### src/rtl/conv_seq_pkg.sv
package conv_seq_pkg;

  typedef enum logic [1:0] {
    MODE_SINGLE_IRQ  = 2'b00,
    MODE_DUAL_IRQ    = 2'b01,
    MODE_SINGLE_CONT = 2'b10,
    MODE_DUAL_CONT   = 2'b11
  } convMode_t;

  // strobes from the control FSM to the result datapath
  typedef struct packed {
    logic abort;    // configuration write: drop everything
    logic capture;  // conversion finished: latch both channel results
    logic consume;  // accepted bus read
    logic dual;     // current mode converts two channels
    logic irqMode;  // current mode reports through the interrupt
  } seqStrobe_t;

endpackage

### src/rtl/conv_seq_sync.sv
module conv_seq_sync #(
  parameter int NUM_PINS = 4,
  parameter int STAGES   = 2
) (
  input  logic                clk,
  input  logic                rstN,
  input  logic [NUM_PINS-1:0] pinIn,
  output logic [NUM_PINS-1:0] level,
  output logic [NUM_PINS-1:0] fallEv,
  output logic [NUM_PINS-1:0] riseEv
);

  for (genvar b = 0; b < NUM_PINS; b++) begin : g_pin
    logic [STAGES-1:0] chain;
    logic              prevLevel;

    always_ff @(posedge clk or negedge rstN) begin
      if (!rstN) begin
        chain     <= '1;
        prevLevel <= 1'b1;
      end else begin
        chain     <= {chain[STAGES-2:0], pinIn[b]};
        prevLevel <= chain[STAGES-1];
      end
    end

    assign level[b]  = chain[STAGES-1];
    assign fallEv[b] = prevLevel & ~chain[STAGES-1];
    assign riseEv[b] = ~prevLevel & chain[STAGES-1];
  end

endmodule

### src/rtl/conv_seq_ctrl.sv
module conv_seq_ctrl
  import conv_seq_pkg::*;
#(
  parameter int CONV_INT        = 6,
  parameter int CONV_EXT        = 5,
  parameter int RD_DELAY_SINGLE = 2,
  parameter int RD_DELAY_DUAL   = 7,
  parameter int START_DELAY     = 1
) (
  input  logic       clk,
  input  logic       rstN,
  input  logic       rdEv,
  input  logic       wrEv,
  input  logic       stEv,
  input  logic [1:0] cfgModeIn,
  input  logic       cfgExtIn,
  input  logic       resValid,
  input  logic       resHalf,
  output seqStrobe_t strobe,
  output logic       samplePhase,
  output logic       convertPhase
);

  localparam int LONGEST_CONV = (CONV_INT > CONV_EXT) ? 2 * CONV_INT : 2 * CONV_EXT;
  localparam int LONGEST_WAIT = (RD_DELAY_DUAL > RD_DELAY_SINGLE) ? RD_DELAY_DUAL : RD_DELAY_SINGLE;
  localparam int MAX_COUNT    = (LONGEST_CONV > LONGEST_WAIT) ? LONGEST_CONV : LONGEST_WAIT;
  localparam int CNT_W        = $clog2(MAX_COUNT + 1);

  localparam logic [CNT_W-1:0] LAST_S_INT = CNT_W'(CONV_INT - 1);
  localparam logic [CNT_W-1:0] LAST_S_EXT = CNT_W'(CONV_EXT - 1);
  localparam logic [CNT_W-1:0] LAST_D_INT = CNT_W'(2 * CONV_INT - 1);
  localparam logic [CNT_W-1:0] LAST_D_EXT = CNT_W'(2 * CONV_EXT - 1);
  localparam logic [CNT_W-1:0] WAIT_RD_S  = CNT_W'(RD_DELAY_SINGLE - 1);
  localparam logic [CNT_W-1:0] WAIT_RD_D  = CNT_W'(RD_DELAY_DUAL - 1);
  localparam logic [CNT_W-1:0] WAIT_START = CNT_W'(START_DELAY - 1);

  typedef enum logic [1:0] {ST_IDLE, ST_WAIT, ST_CONV} seqState_t;

  seqState_t        state;
  convMode_t        mode;
  logic             extClk;
  logic [CNT_W-1:0] cnt;
  logic             isDual;
  logic             isIrq;
  logic [CNT_W-1:0] convLast;
  logic [CNT_W-1:0] waitLast;
  logic             rdTrig;
  logic             stTrig;
  logic             startGo;

  assign isDual = mode[0];
  assign isIrq  = ~mode[1];

  always_comb begin
    if (isDual) convLast = extClk ? LAST_D_EXT : LAST_D_INT;
    else        convLast = extClk ? LAST_S_EXT : LAST_S_INT;
  end

  // trigger qualification per mode
  always_comb begin
    rdTrig = 1'b0;
    stTrig = 1'b0;
    unique case (mode)
      MODE_SINGLE_IRQ:  begin rdTrig = rdEv; stTrig = stEv; end
      MODE_DUAL_IRQ:    stTrig = stEv;
      MODE_SINGLE_CONT: rdTrig = rdEv;
      MODE_DUAL_CONT:   rdTrig = rdEv & (~resValid | resHalf);
      default:          ;
    endcase
  end

  assign startGo  = (state == ST_IDLE) & (rdTrig | stTrig) & ~wrEv;
  assign waitLast = rdTrig ? (isDual ? WAIT_RD_D : WAIT_RD_S) : WAIT_START;

  always_ff @(posedge clk or negedge rstN) begin
    if (!rstN) begin
      state  <= ST_IDLE;
      mode   <= MODE_SINGLE_IRQ;
      extClk <= 1'b0;
      cnt    <= '0;
    end else if (wrEv) begin
      mode   <= convMode_t'(cfgModeIn);
      extClk <= cfgExtIn;
      state  <= ST_IDLE;
      cnt    <= '0;
    end else begin
      unique case (state)
        ST_IDLE: if (startGo) begin
          state <= ST_WAIT;
          cnt   <= waitLast;
        end
        ST_WAIT: if (cnt == '0) begin
          state <= ST_CONV;
          cnt   <= convLast;
        end else begin
          cnt <= cnt - 1'b1;
        end
        ST_CONV: if (cnt == '0) begin
          state <= ST_IDLE;
        end else begin
          cnt <= cnt - 1'b1;
        end
        default: state <= ST_IDLE;
      endcase
    end
  end

  assign convertPhase = (state == ST_CONV);
  assign samplePhase  = ~convertPhase;

  assign strobe.abort   = wrEv;
  assign strobe.capture = (state == ST_CONV) & (cnt == '0) & ~wrEv;
  assign strobe.consume = rdEv;
  assign strobe.dual    = isDual;
  assign strobe.irqMode = isIrq;

  // independent run-length counter for the width check
  logic [CNT_W-1:0] runLen;
  always_ff @(posedge clk or negedge rstN) begin
    if (!rstN)                 runLen <= '0;
    else if (state == ST_CONV) runLen <= runLen + 1'b1;
    else                       runLen <= '0;
  end

  AST_SAMPLE_BEFORE_CONV: assert property (@(posedge clk) disable iff (!rstN)
    $rose(convertPhase) |-> $past(state) == ST_WAIT);
  AST_CONV_WIDTH: assert property (@(posedge clk) disable iff (!rstN)
    strobe.capture |-> runLen == convLast);
  AST_DUAL_IRQ_READ_IGNORED: assert property (@(posedge clk) disable iff (!rstN)
    (state == ST_IDLE && mode == MODE_DUAL_IRQ && rdEv && !stEv && !wrEv) |=> state == ST_IDLE);
  AST_WRITE_ABORTS: assert property (@(posedge clk) disable iff (!rstN)
    wrEv |=> state == ST_IDLE);
  AST_BUSY_IGNORES_TRIGGER: assert property (@(posedge clk) disable iff (!rstN)
    (state == ST_CONV && cnt != '0 && !wrEv) |=> state == ST_CONV);

endmodule

### src/rtl/conv_seq_data.sv
module conv_seq_data
  import conv_seq_pkg::*;
#(
  parameter int DATA_W = 10
) (
  input  logic              clk,
  input  logic              rstN,
  input  seqStrobe_t        strobe,
  input  logic [DATA_W-1:0] resA,
  input  logic [DATA_W-1:0] resB,
  output logic [DATA_W-1:0] dataOut,
  output logic              dataValid,
  output logic              resHalf,
  output logic              intN
);

  logic [DATA_W-1:0] heldB;

  always_ff @(posedge clk or negedge rstN) begin
    if (!rstN) begin
      dataOut   <= '0;
      heldB     <= '0;
      dataValid <= 1'b0;
      resHalf   <= 1'b0;
      intN      <= 1'b1;
    end else if (strobe.abort) begin
      dataValid <= 1'b0;
      resHalf   <= 1'b0;
      intN      <= 1'b1;
    end else if (strobe.capture) begin
      dataOut   <= resA;
      heldB     <= resB;
      dataValid <= 1'b1;
      resHalf   <= 1'b0;
      intN      <= ~strobe.irqMode;
    end else if (strobe.consume && dataValid) begin
      intN <= 1'b1;
      if (strobe.dual && !resHalf) begin
        dataOut <= heldB;
        resHalf <= 1'b1;
      end else begin
        dataValid <= 1'b0;
        resHalf   <= 1'b0;
      end
    end
  end

  AST_CONT_NO_IRQ: assert property (@(posedge clk) disable iff (!rstN)
    !strobe.irqMode |-> intN);
  AST_CAPTURE_PRESENTS: assert property (@(posedge clk) disable iff (!rstN)
    (strobe.capture && !strobe.abort) |=> dataValid && !resHalf);
  AST_ABORT_CLEARS: assert property (@(posedge clk) disable iff (!rstN)
    strobe.abort |=> !dataValid && intN);
  AST_SECOND_READ_DROPS: assert property (@(posedge clk) disable iff (!rstN)
    (strobe.consume && dataValid && strobe.dual && resHalf && !strobe.capture && !strobe.abort)
    |=> !dataValid);

endmodule

### src/rtl/conv_sequencer.sv
module conv_sequencer
  import conv_seq_pkg::*;
#(
  parameter int DATA_W          = 10,
  parameter int SYNC_STAGES     = 2,
  parameter int CONV_INT        = 6,
  parameter int CONV_EXT        = 5,
  parameter int RD_DELAY_SINGLE = 2,
  parameter int RD_DELAY_DUAL   = 7,
  parameter int START_DELAY     = 1
) (
  input  logic              clk,
  input  logic              rstN,
  input  logic              csN,
  input  logic              rdN,
  input  logic              wrN,
  input  logic              startN,
  input  logic [1:0]        cfgMode,
  input  logic              cfgExtClk,
  input  logic [DATA_W-1:0] resultA,
  input  logic [DATA_W-1:0] resultB,
  output logic              samplePhase,
  output logic              convertPhase,
  output logic              intN,
  output logic              dataValid,
  output logic [DATA_W-1:0] dataOut
);

  localparam int PIN_CS    = 0;
  localparam int PIN_RD    = 1;
  localparam int PIN_WR    = 2;
  localparam int PIN_START = 3;
  localparam int NUM_PINS  = 4;

  logic [NUM_PINS-1:0] pinLevel;
  logic [NUM_PINS-1:0] pinFall;
  logic [NUM_PINS-1:0] pinRise;
  logic                rdEv;
  logic                wrEv;
  logic                stEv;
  logic                resValid;
  logic                resHalf;
  seqStrobe_t          strobe;

  conv_seq_sync #(.NUM_PINS(NUM_PINS), .STAGES(SYNC_STAGES)) u_sync (
    .clk    (clk),
    .rstN   (rstN),
    .pinIn  ({startN, wrN, rdN, csN}),
    .level  (pinLevel),
    .fallEv (pinFall),
    .riseEv (pinRise)
  );

  assign rdEv = pinFall[PIN_RD] & ~pinLevel[PIN_CS];
  assign wrEv = pinRise[PIN_WR] & ~pinLevel[PIN_CS];
  assign stEv = pinFall[PIN_START];

  conv_seq_ctrl #(
    .CONV_INT        (CONV_INT),
    .CONV_EXT        (CONV_EXT),
    .RD_DELAY_SINGLE (RD_DELAY_SINGLE),
    .RD_DELAY_DUAL   (RD_DELAY_DUAL),
    .START_DELAY     (START_DELAY)
  ) u_ctrl (
    .clk          (clk),
    .rstN         (rstN),
    .rdEv         (rdEv),
    .wrEv         (wrEv),
    .stEv         (stEv),
    .cfgModeIn    (cfgMode),
    .cfgExtIn     (cfgExtClk),
    .resValid     (resValid),
    .resHalf      (resHalf),
    .strobe       (strobe),
    .samplePhase  (samplePhase),
    .convertPhase (convertPhase)
  );

  conv_seq_data #(.DATA_W(DATA_W)) u_data (
    .clk       (clk),
    .rstN      (rstN),
    .strobe    (strobe),
    .resA      (resultA),
    .resB      (resultB),
    .dataOut   (dataOut),
    .dataValid (resValid),
    .resHalf   (resHalf),
    .intN      (intN)
  );

  assign dataValid = resValid;

endmodule

### config.mk
export PLATFORM = sky130hd
export DESIGN_NAME = conv_sequencer
export DESIGN_NICKNAME = d
export VERILOG_FILES = /design/src/rtl/conv_seq_pkg.sv /design/src/rtl/conv_seq_sync.sv /design/src/rtl/conv_seq_ctrl.sv /design/src/rtl/conv_seq_data.sv /design/src/rtl/conv_sequencer.sv
export SDC_FILE = /design/constraint.sdc
export NUM_CORES = 1
export LEC_CHECK = 0
export ABC_CLOCK_PERIOD_IN_PS = 2290
export CAP_MARGIN = 20
export CELL_PAD_IN_SITES_DETAIL_PLACEMENT = 0
export CELL_PAD_IN_SITES_GLOBAL_PLACEMENT = 2
export CORE_UTILIZATION = 32
export CTS_CLUSTER_DIAMETER = 40
export DETAILED_ROUTE_END_ITERATION = 8
export GPL_TIMING_DRIVEN = 1
export PLACE_DENSITY = 0.91
export SYNTH_ARGS = -nofsm -noshare
export SYNTH_HDL_FRONTEND = slang
export SYNTH_SLANG_ARGS = --single-unit
### constraint.sdc
create_clock -name clk -period 2.29 [get_ports clk]
set_input_delay 0.687 -clock clk [delete_from_list [all_inputs] [get_ports clk]]
set_output_delay 0.687 -clock clk [all_outputs]
set_load 0.05 [all_outputs]
==> out/qor.csv <==
metric,value,unit
status,completed,
GRT overflow,0,
post-CTS setup buffers,0,
chip width,82.1,um
fin. max-slew vios,0,
count of final hold-check violations,0,
post-synthesis sequential area ratio,53.1,%
top-count cell post-synth,dfrtp_1,
Post-Syn Nets,223,
First DRT Iteration DRCs,91,
post-cts hold buffer count,0,
H-tree lvl count,2,
Mapped Cells,189,
grt met2 use,22.5,%
post-synth top area share,37.8,%
die height,82.1,um
Mapped Area,2050,sq um
Main synth FF type,dfrtp_1,
hold slack,0.348,ns
sum of negative setup slack,0,ns
hpwl dp,3040,um
syn_area_per_cell,10.9,sq um
core area,6060,sq um
first-pass GRT wire length,7330,um
Yosys top cell by area,dfrtp_1,
Port Buffers,42,
TritonCTS clock tree,built,
largest net degree at the start of global routing,44,
vias,1542,
Final period util,94.7,%
Final ANT Viol Nets,0,
# IOs,43,
GRT Overall Usage,14.4,%
Netlist cell types,40,
grt peak-use layer,met2,
CP max-delay cell,clkdlybuf4s50_1,
"Async S/R FF share, synth",100,%
Max Clk Rate,461,MHz
ranking of synthesized cells by area,"dfrtp_1, dfstp_2, mux2_2",
nets,266,
1st-pass router iterations,4,
initial antenna violation count,0,
Top delay family on crit path,buffers and inverters,
CP Buf/Inv Count,1,
worst hold path type,in2async,
Num CTS Buffers,5,
worst slew pin tran,0.516,ns
critical path startpoint category,flip-flop,
post-route minimum period,2.17,ns
Post-synth EDFFs,0,
share of layout cells above drive strength 1,20.2,%
vias in the first global route,1560,
RSZ-0062 raised after global routing,false,
Ant. Diodes,0,
total wire length,4250,um
Routed WL per cell,13.8,um
via density per instance,5.01,
leakage dissipation,1.16,nW
top cells by instance count after synthesis,"dfrtp_1, nand2_1, o21ai_0, dfstp_2",
CTS root buf,clkbuf_8,
met3 usage,4.62,%
CP Max Fanout,2,
worst-skew pair later-pin latency,0.30,ns
die area,6740,sq um
CP peak stage delay,0.81,ns
Power Density,1300,nW/um^2
# rows,28,
Clock transition at path regs,0.08,ns
Synth Warn #,0,
Slew Limit Headroom,65.5,%
RePlAce Congestion,0.799,
Final Setup Violations,0,
CTS Sinks,43,
r2r setup slk,0.17,ns
crit end category,output port,
Stages on worst setup path,1,
Worst Skew,0.00601,ns
Worst EP arrival,1.48,ns
crit-path cells,clkdlybuf4s50_1,
clock buffer depth,2,
Reg2Reg Depth,7,
M1 GR Usage,18.8,%
Starting Density,33.9,%
Filler cells,587,
Max rail drop VDD,581,uV
Synth-to-Final Area Change,32.2,%
drt drc,0,
max_cap viols,0,
#FFs+latches synth,43,
WS Path Type,reg2out,
CP Data Required Time,1.60,ns
## logic make-up (layout without fill, tap and decap cells)
kind of cell,after synthesis,count (layout),synth area share (%)
buffers and inverters,20,64,4.75
muxes,20,20,10.4
AOI/OAI and AO/OA,46,46,14.4
and+or+nand+nor,55,55,14.3
DFF,43,43,53.1
adders and majority gates,5,5,3.05
## placed cells by master, fill, tap and decap left out, drive strengths merged, types with 3 or more instances in the layout
cell type       n
buf             9
ha              5
clkbuf          6
inv            10
nand2          24
nor2            7
o21ai          20
dfrtp          31
nor3b           3
nor3            3
mux2i          10
a21oi           9
o2111ai         3
o211ai          3
nand3b          3
or3b            3
or3             3
clkdlybuf4s50  37
dfstp          12
mux2           10
## metrics by stage
stage                     total power, W  std cells  util (%)  setup WS, ns  instance area, sq um
final                            0.00354        308      44.8         0.122                  2720
after detailed placement         0.00289        300      42.6         0.200                  2580
after global routing             0.00378        308      44.8        0.0294                  2720
after global placement           0.00288        300      42.6         0.251                  2580
after CTS                        0.00354        308      44.6        0.0265                  2700
after floorplan                  0.00237        189         -         0.174                  2050
## per-layer routing
layer  wire [um]  vias to the layer above
met1        1990                      726
met4          51                        0
met5           0                        -
li1            -                      755
met3         266                        7
met2        1940                       54
## path summary, 6_finish.rpt
check / startpoint / end
hold / removal: rstN / u_data.dataOut[7]$_DFFE_PN0P_
setup reg to reg: u_ctrl.cnt[0]$_DFFE_PN0P_ / u_ctrl.cnt[1]$_DFFE_PN0P_
setup / recovery: u_data.dataOut[5]$_DFFE_PN0P_ / dataOut[5]
min in group clk: u_sync.g_pin[3].chain[0]$_DFF_PN1_ / u_sync.g_pin[3].chain[1]$_DFF_PN1_
max in group asynchronous: rstN / u_sync.g_pin[1].prevLevel$_DFF_PN1_
hold reg to reg: u_sync.g_pin[3].chain[0]$_DFF_PN1_ / u_sync.g_pin[3].chain[1]$_DFF_PN1_
## sequential cells by signal, indices dropped and copies added, names as in the netlist
register	flops
u_data.heldB	10
u_data.dataValid	1
u_ctrl.mode	2
u_sync.g_pin.prevLevel	3
u_data.dataOut	10
u_ctrl.cnt	4
u_sync.g_pin.chain	8
u_data.resHalf	1
u_data.intN	1
u_ctrl.state	2
u_ctrl.extClk	1
## cell type report
type | count | area (sq um) | share of cell area [%]
Clock inverter | 2 | 38.8 | 1.43
Multi-Input combinational cell | 126 | 877 | 32.3
Timing Repair Buffer | 47 | 498 | 18.3
Sequential cell | 43 | 1090 | 40.2
Clock buffer | 6 | 82.6 | 3.04
Inverter | 9 | 33.8 | 1.24
Tap cell | 75 | 93.8 | 3.46
## where the power goes
| group | leakage [nW] | internal [W] | total, W | switching (W) |
|---|---|---|---|---|
| clock | 0.0618 | 0.000359 | 0.000629 | 0.000271 |
| sequential | 0.511 | 0.00103 | 0.00124 | 0.000204 |
| combinational | 0.584 | 0.000697 | 0.00168 | 0.000979 |
| total | 1.16 | 0.00209 | 0.00354 | 0.00145 |
## timing repair
item | in CTS | in global routing
hold endpoints to repair | 0 | 0
resized for setup | 0 | 3
setup endpoints to repair | 0 | 12
Note: power is estimated with default switching activity, not from simulation.
